**src/rtl/ptp_tc_pkg.sv**
```systemverilog
package ptp_tc_pkg;
  localparam int unsigned ADDR_W     = 4;
  localparam int unsigned EN_BIT     = 0;
  localparam int unsigned PERIOD_LSB = 8;

  typedef enum logic [ADDR_W-1:0] {
    A_CTRL    = 4'd0,
    A_ADDEND  = 4'd1,
    A_CNT_LO  = 4'd2,
    A_CNT_HI  = 4'd3,
    A_OFF_LO  = 4'd4,
    A_OFF_HI  = 4'd5,
    A_TIME_LO = 4'd6,
    A_TIME_HI = 4'd7
  } reg_addr_e;
endpackage

```
**src/rtl/ptp_tc_regs.sv**
```systemverilog
module ptp_tc_regs
  import ptp_tc_pkg::*;
#(
  parameter int unsigned DATA_W   = 32,
  parameter int unsigned PERIOD_W = 8,
  localparam int unsigned WIDE_W  = 2 * DATA_W
) (
  input  logic                clk_i,
  input  logic                rst_ni,
  input  logic                wr_i,
  input  logic [ADDR_W-1:0]   addr_i,
  input  logic [DATA_W-1:0]   wdata_i,
  output logic                en_o,
  output logic [PERIOD_W-1:0] period_o,
  output logic [DATA_W-1:0]   addend_o,
  output logic [WIDE_W-1:0]   offset_o,
  output logic                cnt_load_o,
  output logic [WIDE_W-1:0]   cnt_load_val_o
);
  logic [DATA_W-1:0] cnt_stage_q, off_stage_q;

  always_ff @(posedge clk_i or negedge rst_ni) begin
    if (!rst_ni) begin
      en_o        <= 1'b0;
      period_o    <= '0;
      addend_o    <= '0;
      offset_o    <= '0;
      cnt_stage_q <= '0;
      off_stage_q <= '0;
    end else if (wr_i) begin
      case (addr_i)
        A_CTRL: begin
          en_o     <= wdata_i[EN_BIT];
          period_o <= wdata_i[PERIOD_LSB +: PERIOD_W];
        end
        A_ADDEND: addend_o    <= wdata_i;
        A_CNT_LO: cnt_stage_q <= wdata_i;
        A_OFF_LO: off_stage_q <= wdata_i;
        A_OFF_HI: offset_o    <= {wdata_i, off_stage_q};
        default: ;
      endcase
    end
  end

  assign cnt_load_o     = wr_i && (addr_i == A_CNT_HI);
  assign cnt_load_val_o = {wdata_i, cnt_stage_q};

  // addend register updates one edge after the write
  a_r8_addend_next: assert property (@(posedge clk_i) disable iff (!rst_ni)
    (wr_i && addr_i == A_ADDEND) |=> addend_o == $past(wdata_i));
  // offset only moves on a high-word commit
  a_r7_offset_quiet: assert property (@(posedge clk_i) disable iff (!rst_ni)
    !(wr_i && addr_i == A_OFF_HI) |=> $stable(offset_o));
endmodule

```
**src/rtl/ptp_tc_accum.sv**
```systemverilog
module ptp_tc_accum #(
  parameter int unsigned ACC_W = 32
) (
  input  logic             clk_i,
  input  logic             rst_ni,
  input  logic             en_i,
  input  logic [ACC_W-1:0] addend_i,
  output logic             carry_o
);
  logic [ACC_W-1:0] acc_q;
  logic [ACC_W:0]   sum;

  assign sum     = {1'b0, acc_q} + {1'b0, addend_i};
  assign carry_o = en_i & sum[ACC_W];

  always_ff @(posedge clk_i or negedge rst_ni) begin
    if (!rst_ni)   acc_q <= '0;
    else if (en_i) acc_q <= sum[ACC_W-1:0];
  end

  a_r4_acc_hold: assert property (@(posedge clk_i) disable iff (!rst_ni)
    !en_i |=> $stable(acc_q));
  a_r2_acc_step: assert property (@(posedge clk_i) disable iff (!rst_ni)
    en_i |=> acc_q == ACC_W'($past(acc_q) + $past(addend_i)));
endmodule

```
**src/rtl/ptp_tc_counter.sv**
```systemverilog
module ptp_tc_counter #(
  parameter int unsigned CNT_W    = 64,
  parameter int unsigned PERIOD_W = 8
) (
  input  logic                clk_i,
  input  logic                rst_ni,
  input  logic                step_i,
  input  logic [PERIOD_W-1:0] period_i,
  input  logic                load_i,
  input  logic [CNT_W-1:0]    load_val_i,
  output logic [CNT_W-1:0]    count_o
);
  logic [CNT_W-1:0] period_ext;
  assign period_ext = {{(CNT_W-PERIOD_W){1'b0}}, period_i};

  always_ff @(posedge clk_i or negedge rst_ni) begin
    if (!rst_ni)     count_o <= '0;
    else if (load_i) count_o <= load_val_i;
    else if (step_i) count_o <= count_o + period_ext;
  end

  a_r5_load_wins: assert property (@(posedge clk_i) disable iff (!rst_ni)
    load_i |=> count_o == $past(load_val_i));
  a_r2_step_period: assert property (@(posedge clk_i) disable iff (!rst_ni)
    (!load_i && step_i) |=> count_o == $past(count_o) + $past(period_ext));
  a_r3_no_step_hold: assert property (@(posedge clk_i) disable iff (!rst_ni)
    (!load_i && !step_i) |=> $stable(count_o));
endmodule

```
**src/rtl/ptp_tc_snap.sv**
```systemverilog
module ptp_tc_snap #(
  parameter int unsigned DATA_W = 32,
  localparam int unsigned WIDE_W = 2 * DATA_W
) (
  input  logic              clk_i,
  input  logic              rst_ni,
  input  logic              sample_i,
  input  logic [WIDE_W-1:0] value_i,
  output logic [DATA_W-1:0] lo_o,
  output logic [DATA_W-1:0] hi_o
);
  assign lo_o = value_i[DATA_W-1:0];

  always_ff @(posedge clk_i or negedge rst_ni) begin
    if (!rst_ni)       hi_o <= '0;
    else if (sample_i) hi_o <= value_i[WIDE_W-1:DATA_W];
  end

  a_r6_freeze: assert property (@(posedge clk_i) disable iff (!rst_ni)
    sample_i |=> hi_o == $past(value_i[WIDE_W-1:DATA_W]));
  a_r6_keep: assert property (@(posedge clk_i) disable iff (!rst_ni)
    !sample_i |=> $stable(hi_o));
endmodule

```
**src/rtl/ptp_time_counter.sv**
```systemverilog
module ptp_time_counter
  import ptp_tc_pkg::*;
#(
  parameter int unsigned DATA_W   = 32,
  parameter int unsigned PERIOD_W = 8,
  localparam int unsigned WIDE_W  = 2 * DATA_W
) (
  input  logic              clk_i,
  input  logic              rst_ni,
  input  logic              bus_req_i,
  input  logic              bus_we_i,
  input  logic [ADDR_W-1:0] bus_addr_i,
  input  logic [DATA_W-1:0] bus_wdata_i,
  output logic [DATA_W-1:0] bus_rdata_o,
  output logic [WIDE_W-1:0] raw_count_o,
  output logic [WIDE_W-1:0] time_o
);
  localparam int unsigned N_SNAP = 2;

  logic                wr, rd, en, carry, cnt_load;
  logic [PERIOD_W-1:0] period;
  logic [DATA_W-1:0]   addend;
  logic [WIDE_W-1:0]   offset, cnt_load_val;
  logic [WIDE_W-1:0]   snap_src [N_SNAP];
  logic [DATA_W-1:0]   snap_lo  [N_SNAP];
  logic [DATA_W-1:0]   snap_hi  [N_SNAP];
  logic [ADDR_W-1:0]   snap_addr[N_SNAP];

  assign wr = bus_req_i &  bus_we_i;
  assign rd = bus_req_i & ~bus_we_i;

  ptp_tc_regs #(.DATA_W(DATA_W), .PERIOD_W(PERIOD_W)) u_regs (
    .clk_i, .rst_ni, .wr_i(wr), .addr_i(bus_addr_i), .wdata_i(bus_wdata_i),
    .en_o(en), .period_o(period), .addend_o(addend), .offset_o(offset),
    .cnt_load_o(cnt_load), .cnt_load_val_o(cnt_load_val)
  );

  ptp_tc_accum #(.ACC_W(DATA_W)) u_accum (
    .clk_i, .rst_ni, .en_i(en), .addend_i(addend), .carry_o(carry)
  );

  ptp_tc_counter #(.CNT_W(WIDE_W), .PERIOD_W(PERIOD_W)) u_counter (
    .clk_i, .rst_ni, .step_i(carry), .period_i(period),
    .load_i(cnt_load), .load_val_i(cnt_load_val), .count_o(raw_count_o)
  );

  assign time_o       = raw_count_o + offset;
  assign snap_src[0]  = raw_count_o;
  assign snap_src[1]  = time_o;
  assign snap_addr[0] = A_CNT_LO;
  assign snap_addr[1] = A_TIME_LO;

  for (genvar g = 0; g < N_SNAP; g++) begin : g_snap
    ptp_tc_snap #(.DATA_W(DATA_W)) u_snap (
      .clk_i, .rst_ni, .sample_i(rd && bus_addr_i == snap_addr[g]),
      .value_i(snap_src[g]), .lo_o(snap_lo[g]), .hi_o(snap_hi[g])
    );
  end

  always_comb begin
    bus_rdata_o = '0;
    if (rd) begin
      case (bus_addr_i)
        A_CTRL: begin
          bus_rdata_o[EN_BIT]                     = en;
          bus_rdata_o[PERIOD_LSB +: PERIOD_W]     = period;
        end
        A_ADDEND:  bus_rdata_o = addend;
        A_CNT_LO:  bus_rdata_o = snap_lo[0];
        A_CNT_HI:  bus_rdata_o = snap_hi[0];
        A_OFF_LO:  bus_rdata_o = offset[DATA_W-1:0];
        A_OFF_HI:  bus_rdata_o = offset[WIDE_W-1:DATA_W];
        A_TIME_LO: bus_rdata_o = snap_lo[1];
        A_TIME_HI: bus_rdata_o = snap_hi[1];
        default:   bus_rdata_o = '0;
      endcase
    end
  end

  // unmapped reads return zero
  a_r9_unmapped_zero: assert property (@(posedge clk_i) disable iff (!rst_ni)
    (rd && bus_addr_i[ADDR_W-1]) |-> bus_rdata_o == '0);
  // disabled and no load means the count holds
  a_r4_count_hold: assert property (@(posedge clk_i) disable iff (!rst_ni)
    (!en && !cnt_load) |=> $stable(raw_count_o));
endmodule

```
**config.mk**
```make
export PLATFORM = sky130hd
export DESIGN_NAME = ptp_time_counter
export DESIGN_NICKNAME = d
export VERILOG_FILES = /design/src/rtl/ptp_tc_pkg.sv /design/src/rtl/ptp_tc_regs.sv /design/src/rtl/ptp_tc_accum.sv /design/src/rtl/ptp_tc_counter.sv /design/src/rtl/ptp_tc_snap.sv /design/src/rtl/ptp_time_counter.sv
export SDC_FILE = /design/constraint.sdc
export NUM_CORES = 1
export LEC_CHECK = 0
export BUFFER_PORTS_ARGS = -buffer_cell sky130_fd_sc_hd__buf_2
export CAP_MARGIN = 20
export CORE_MARGIN = 3
export CORE_UTILIZATION = 30
export DETAILED_ROUTE_END_ITERATION = 16
export SETUP_SLACK_MARGIN = 0.3
export SYNTH_ARGS = -nofsm -noshare
export SYNTH_HDL_FRONTEND = slang
export SYNTH_SLANG_ARGS = --single-unit
```
**constraint.sdc**
```tcl
create_clock -name clk_i -period 3 [get_ports clk_i]
set_input_delay 0.15 -clock clk_i [delete_from_list [all_inputs] [get_ports clk_i]]
set_output_delay 0.15 -clock clk_i [all_outputs]
set_load 0.03 [all_outputs]
```
==> flow_summary_export.csv, run 1 <==
group,metric,value,unit
floorplanning,start_util,30.54,%
layout,area_growth,57.85,%
synth,ys.flop_type,"dfrtp_1",
synth,synth_nets,2317,
synth,synth_fa_ha_area_share,6.395,%
sta,slew_violations,0,
synth,async_reset_ff_share,100.0,%
placement,placed_cell_area,28470,um^2
floorplanning,die_area,73520,um^2
placement,dp_hpwl,74290,um
synth,seq_area_frac_synth,39.04,%
placement,gp_congestion,0.9426,
global_routing,grt_pass1_wl,140300,um
sta,layout_setup_ws,-0.7827,ns
sta,slew_headroom,45.88,%
cts,clock_latency,0.56,ns
synth,synth-seq-cells,329,
placement,place_inst,3652,
global_routing,grt_pass1_vias,21320,
sta,post-route-min-period,3.783,ns
sta,fin_skew,0.01688,ns
outcome,status,"finished with violations",
cts,clk_pin_slew_worst_paths,0.07,ns
global_routing,overflow,0,
routing,ant_nets,0,
worst_setup_path,end_kind,"primary output",
layout,multi_input_area,15730,um^2
worst_setup_path,cp_max_fo,4,
layout,layout-drive-gt1-share,51.48,%
floorplanning,fp.dieW,271.1,um
routing,totalWireLength,96010,um
synth,mappedNetlistArea,21090,um^2
job,maxCapViolations,0,
global_routing,antenna_found_initial,5,
synth,synthMuxAreaShare,13.95,%
sta,worst_pin_slew,0.8088,ns
power_and_ir_drop,p_per_area,928.4,nW/um^2
floorplanning,die_h,271.1,um
synth,synthCells,2171,
worst_hold_path,min-delay-path-class,"input pin to register",
cts,htree_levels,2,
synth,synth-compound-area-share,18.77,%
global_routing,grt_max_degree,78,
worst_setup_path,worstSetupStartpointType,"register",
power_and_ir_drop,ir_drop,0.6050,mV
routing,first_pass_iters,5,
sta,clock.fmax,264.4,MHz
cts,cts-root-buf,"clkbuf_16",
worst_setup_path,required,2.85,ns
power_and_ir_drop,power.total,30.91,mW
floorplanning,coreArea,69070,um^2
sta,timing.final.crit_share,126.1,%
global_routing,grtUsageTotal,25.30,%
layout,layout.nets,3029,
layout,fin_area,33290,um^2
synth,synth-simple-area-share,13.88,%
worst_setup_path,critical_path_arrival,3.63,ns
placement,portBuffers,199,
cts,cts_sinks,329,
power_and_ir_drop,p_leak,14.73,nW
worst_setup_path,worstSetupPathType,"register to primary output",
sta,finalSetupViolCount,137,
synth,ys_warn_count,0,
synth,synth-edff-count,0,
routing,first_iter_violations,1774,
floorplanning,row_count,96,
cts,cts_buffer_depth,3,
routing,drc_errors,0,
synth,ys_types,76,
synth,syn_area_per_cell,9.715,um^2
placement,place_ws,-0.3305,ns
routing,viasPerCell,5.440,
floorplanning,io_pins,200,
layout,final.fill_count,6292,
synth,synth_xor_area_share,5.066,%
sta,setup_tns,-51.72,ns
routing,wl_per_cell,24.96,um
outcome,failed_checks,"setup timing",
cts,cts_buffers,40,
layout,final-seq-area,8285,um^2
sta,hold_viol,0,
sta,rsz0062_at_grt,"true",
cts,cts_tree,"yes",
synth,synth_top_family_by_area,"compound AO/OA/AOI/OAI gates",
layout,final_cells,3847,
routing,dr_total_vias,20930,
==> synth_stat cells, drive strengths merged, types with 15 or more instances <==
cell type    n  share of area, %
dfrtp      329                39
mux2       248                13
nand2      199               3.6
a21oi      136               3.2
nor2       125               2.2
o21ai      114               2.7
clkbuf     107               1.9
ha         103               6.1
xnor2       90               3.7
a21o        62               2.2
a22oi       49               1.7
nor3        45               1.1
inv         38              0.68
nand3       38              0.90
a221oi      33               1.4
a31oi       33              0.98
xor2        32               1.3
and3        29              0.86
nand4       28              0.83
a22o        25               1.0
nor2b       23              0.68
o21bai      20              0.71
and2        18              0.53
nor4        18              0.53
o31ai       17              0.61
o21a        16              0.57
buf         15              0.32
mux2i       15              0.71
==> kinds of logic (layout without fill, tap and decap cells) <==
kind of cell,after synthesis,in the layout
AOI/OAI and AO/OA,593,593
muxes,263,263
buffers and inverters,160,903
adders and majority gates,106,106
xor gates and xnor gates,122,122
other,0,2
DFF,329,329
and+or+nand+nor,598,598
==> metrics by stage <==
stage | utilization [%] | hold WS (ns)
6_report | 48.20 | 0.05603
4_1_cts | 46.70 | 0.008364
2_1_floorplan | - | -0.1456
3_3_place_gp | 41.22 | 0.08921
3_5_place_dp | 41.22 | 0.1008
5_1_grt | 48.20 | 0.03066
==> sequential cells by signal, indices dropped and copies added (netlist names) <==
name / cells
u_counter.count_o: 64
u_regs.en_o: 1
u_regs.offset_o: 64
u_regs.off_stage_q: 32
u_accum.acc_q: 32
u_regs.period_o: 8
g_snap.u_snap.hi_o: 64
u_regs.addend_o: 32
u_regs.cnt_stage_q: 32
==> critical path, cell delays in order, from the launching register on <==
cell and delay [ns]:
dfrtp_1 0.42, ha_4 0.19, fa_2 0.38, a211oi_4 0.28, o21ai_2 0.11, nor4b_4 0.16
o21ba_4 0.25, a21oi_4 0.20, o31ai_4 0.12, a21o_1 0.21, buf_6 0.14, a211oi_4 0.31
xnor2_4 0.16, buf_6 0.15
==> where the power goes <==
part | leakage, nW | internal, mW | total [mW] | switching [mW]
registers | 4.04 | 5.58 | 6.73 | 1.15
logic | 10.0 | 9.08 | 19.0 | 9.97
clock network | 0.665 | 3.06 | 5.14 | 2.08
total | 14.7 | 17.7 | 30.9 | 13.2
==> routing by layer <==
metal / share of wire (%) / up-vias / global-route usage (%)
met2: 46 / 638 / 40.90
met3: 6.5 / 128 / 4.234
met1: 45 / 10690 / 35.66
met5: 0.014 / - / 0
li1: - / 9469 / -
met4: 2.5 / 2 / 5.281
==> what timing repair did <==
action	in CTS	in global routing
setup buffers	47	39
setup endpoints to repair	199	202
gates resized for setup	385	172
cloned	3	0
hold endpoints to repair	376	0
hold buffers	31	0
pin swaps	126	155
==> final timing paths <==
check | start | endpoint | slack [ns] | depth (start not counted)
setup / recovery | u_regs.offset_o[0] | time_o[54] | -0.78 | 13
hold / removal | bus_wdata_i[13] | u_regs.offset_o[45] | 0.06 | 2
setup reg to reg | u_regs.offset_o[0] | g_snap[1].u_snap.hi_o[0] | -0.35 | 17
hold reg to reg | u_regs.cnt_stage_q[26] | u_counter.count_o[26] | 0.48 | 2
max in group asynchronous | rst_ni | u_counter.count_o[23] | 1.95 | 3
min in group asynchronous | rst_ni | u_regs.addend_o[4] | 0.12 | 2
==> layout make-up <==
class,count,area share (%)
antenna,2,0.01503
clock buffer,60,3.533
clock inverter,13,0.5675
inverter,38,0.4284
multi-input combinational,1682,47.25
sequential,329,24.89
tap,931,3.499
timing repair buffer,792,19.82
==> cell usage in the layout, fill, tap and decap left out, types with 38 or more instances in the layout <==
| master | instances |
|---|---|
| o21ai_1 | 47 |
| buf_6 | 137 |
| ha_1 | 67 |
| nor2_1 | 96 |
| a21o_1 | 61 |
| dfrtp_1 | 287 |
| clkbuf_16 | 40 |
| buf_2 | 114 |
| buf_4 | 482 |
| a22oi_1 | 49 |
| a21oi_1 | 93 |
| xnor2_1 | 56 |
| mux2_2 | 224 |
| dfrtp_2 | 42 |
| nand2_1 | 179 |
| inv_1 | 38 |
No activity file was read; power rests on OpenSTA's default activity.
==> run 2: changes to the inputs <==
==> constraint.sdc (replaced) <==
create_clock -name clk_i -period 4.89 [get_ports clk_i]
set_input_delay 0.2445 -clock clk_i [delete_from_list [all_inputs] [get_ports clk_i]]
set_output_delay 0.2445 -clock clk_i [all_outputs]
set_load 0.03 [all_outputs]
==> flow_summary_export.csv, run 2 (same netlist as run 1, synthesis figures left out) <==
group,metric,value,unit
global_routing,antenna_found_initial,2,
cts,clock_latency,0.58,ns
cts,htree_levels,2,
layout,layout-drive-gt1-share,25.28,%
worst_hold_path,min-delay-path-class,"input pin to register",
sta,setup_tns,0,ns
floorplanning,io_pins,200,
power_and_ir_drop,p_leak,10.77,nW
sta,slew_violations,0,
worst_setup_path,r2r_slack,0.89,ns
floorplanning,start_util,30.54,%
routing,totalWireLength,85430,um
cts,cts_sinks,329,
global_routing,grt_pass1_wl,125100,um
placement,portBuffers,199,
cts,cts-root-buf,"clkbuf_16",
sta,timing.final.crit_share,92.61,%
routing,dr_total_vias,19080,
global_routing,overflow,0,
outcome,status,"finished clean",
routing,ant_nets,0,
worst_setup_path,worstSetupStartpointType,"register",
floorplanning,row_count,96,
layout,layout_common_cells,"dfrtp_1 (329), mux2_2 (248), nand2_1 (197)",
floorplanning,die_area,73520,um^2
global_routing,grtUsageTotal,22.47,%
layout,area_growth,16.78,%
layout,final.fill_count,6919,
routing,drc_errors,0,
sta,finalSetupViolCount,0,
routing,first_pass_iters,6,
worst_setup_path,end_kind,"primary output",
placement,gp_congestion,0.9413,
power_and_ir_drop,ir_drop,0.2447,mV
global_routing,grt_pass1_vias,18670,
cts,cts_buffer_depth,3,
placement,place_ws,0.6741,ns
power_and_ir_drop,p_per_area,575.1,nW/um^2
layout,final_common_cell,"dfrtp_1",
sta,hold_viol,0,
sta,slew_headroom,23.42,%
layout,layout.nets,2487,
floorplanning,die_h,271.1,um
sta,clock.fmax,220.8,MHz
cts,cts_tree,"yes",
cts,cts_buffers,38,
worst_setup_path,cp_max_fo,8,
sta,fin_skew,0.02428,ns
cts,clk_pin_slew_worst_paths,0.06,ns
sta,rsz0062_at_grt,"true",
layout,top_regs,"g_snap.u_snap.hi_o (64), u_counter.count_o (64), u_regs.offset_o (64)",
floorplanning,fp.dieW,271.1,um
sta,layout_setup_ws,0.3615,ns
sta,worst_pin_slew,1.149,ns
routing,viasPerCell,5.779,
floorplanning,coreArea,69070,um^2
worst_setup_path,critical_path_arrival,4.28,ns
routing,wl_per_cell,25.88,um
job,maxCapViolations,0,
placement,dp_hpwl,63230,um
routing,first_iter_violations,1815,
worst_setup_path,worstSetupPathType,"register to primary output",
worst_setup_path,required,4.65,ns
global_routing,grt_max_degree,141,
sta,post-route-min-period,4.528,ns
run 2: area by class of cell:
type	count	area (um^2)	area share [%]
repair buffers	252	1481	6.015
flip-flops and latches	329	8233	33.43
clock inverters	7	47.55	0.1930
clock buffers	61	1169	4.745
well taps	931	1165	4.729
diodes	1	2.502	0.01016
multi-input cells	1682	12390	50.30
inverters	38	142.6	0.5791
run 2: report_power, final:
group / total (mW) / internal (mW) / switching (mW)
logic: 7.15 / 2.55 / 4.60
registers: 4.17 / 3.40 / 0.767
clock network: 2.85 / 1.64 / 1.21
total: 14.2 / 7.59 / 6.57
run 2: critical path: stages, from the launching register on:
cell and delay (ns):
dfrtp_1 0.42, ha_1 0.25, fa_1 0.45, a211oi_2 0.27
o21ai_0 0.17, nor4b_1 0.18, buf_4 0.16, o21ba_2 0.24
a21oi_2 0.23, o31ai_1 0.15, a21o_2 0.31, o2111a_1 0.27
a2111oi_2 0.38, buf_4 0.23
run 2: final timing paths:
kind	from	to	depth (start not counted)
max	u_counter.count_o[0]	time_o[62]	13
min	bus_wdata_i[11]	u_regs.addend_o[11]	3
max reg2reg	u_regs.addend_o[0]	u_counter.count_o[61]	12
min reg2reg	g_snap[1].u_snap.hi_o[17]	g_snap[1].u_snap.hi_o[17]	2
max in group asynchronous	rst_ni	g_snap[1].u_snap.hi_o[10]	3
min in group asynchronous	rst_ni	u_regs.cnt_stage_q[1]	2
run 2: what timing repair did:
item / 4_1_cts / 5_1_grt
setup buffers: 0 / 2
pin swaps: 0 / 0
gates resized for setup: 8 / 11
hold endpoints to repair: 121 / 0
hold buffers: 14 / 0
cloned: 0 / 0
endpoints found under the setup margin: 13 / 27
run 2: through the flow:
stage	util, %	cells	total power, mW	instance area, um^2	hold WS (ns)
3_5_place_dp	33.55	3216	11.18	23170	0.3250
6_report	35.66	3301	14.16	24630	0.01631
2_1_floorplan	-	2171	8.790	21090	-0.05109
4_1_cts	35.55	3298	14.08	24550	0.003428
5_1_grt	35.66	3300	14.92	24630	0.03298
3_3_place_gp	33.55	3216	11.05	23170	0.3103
run 2: routing by layer:
layer / track usage (%) / vias to the layer above / wire length, um / share of wire (%)
met3: 4.764 / 196 / 6692 / 7.8
met5: 0 / - / 12 / 0.014
met1: 29.34 / 9611 / 35780 / 42
li1: - / 8407 / - / -
met4: 9.828 / 2 / 3857 / 4.5
met2: 35.91 / 859 / 39090 / 46
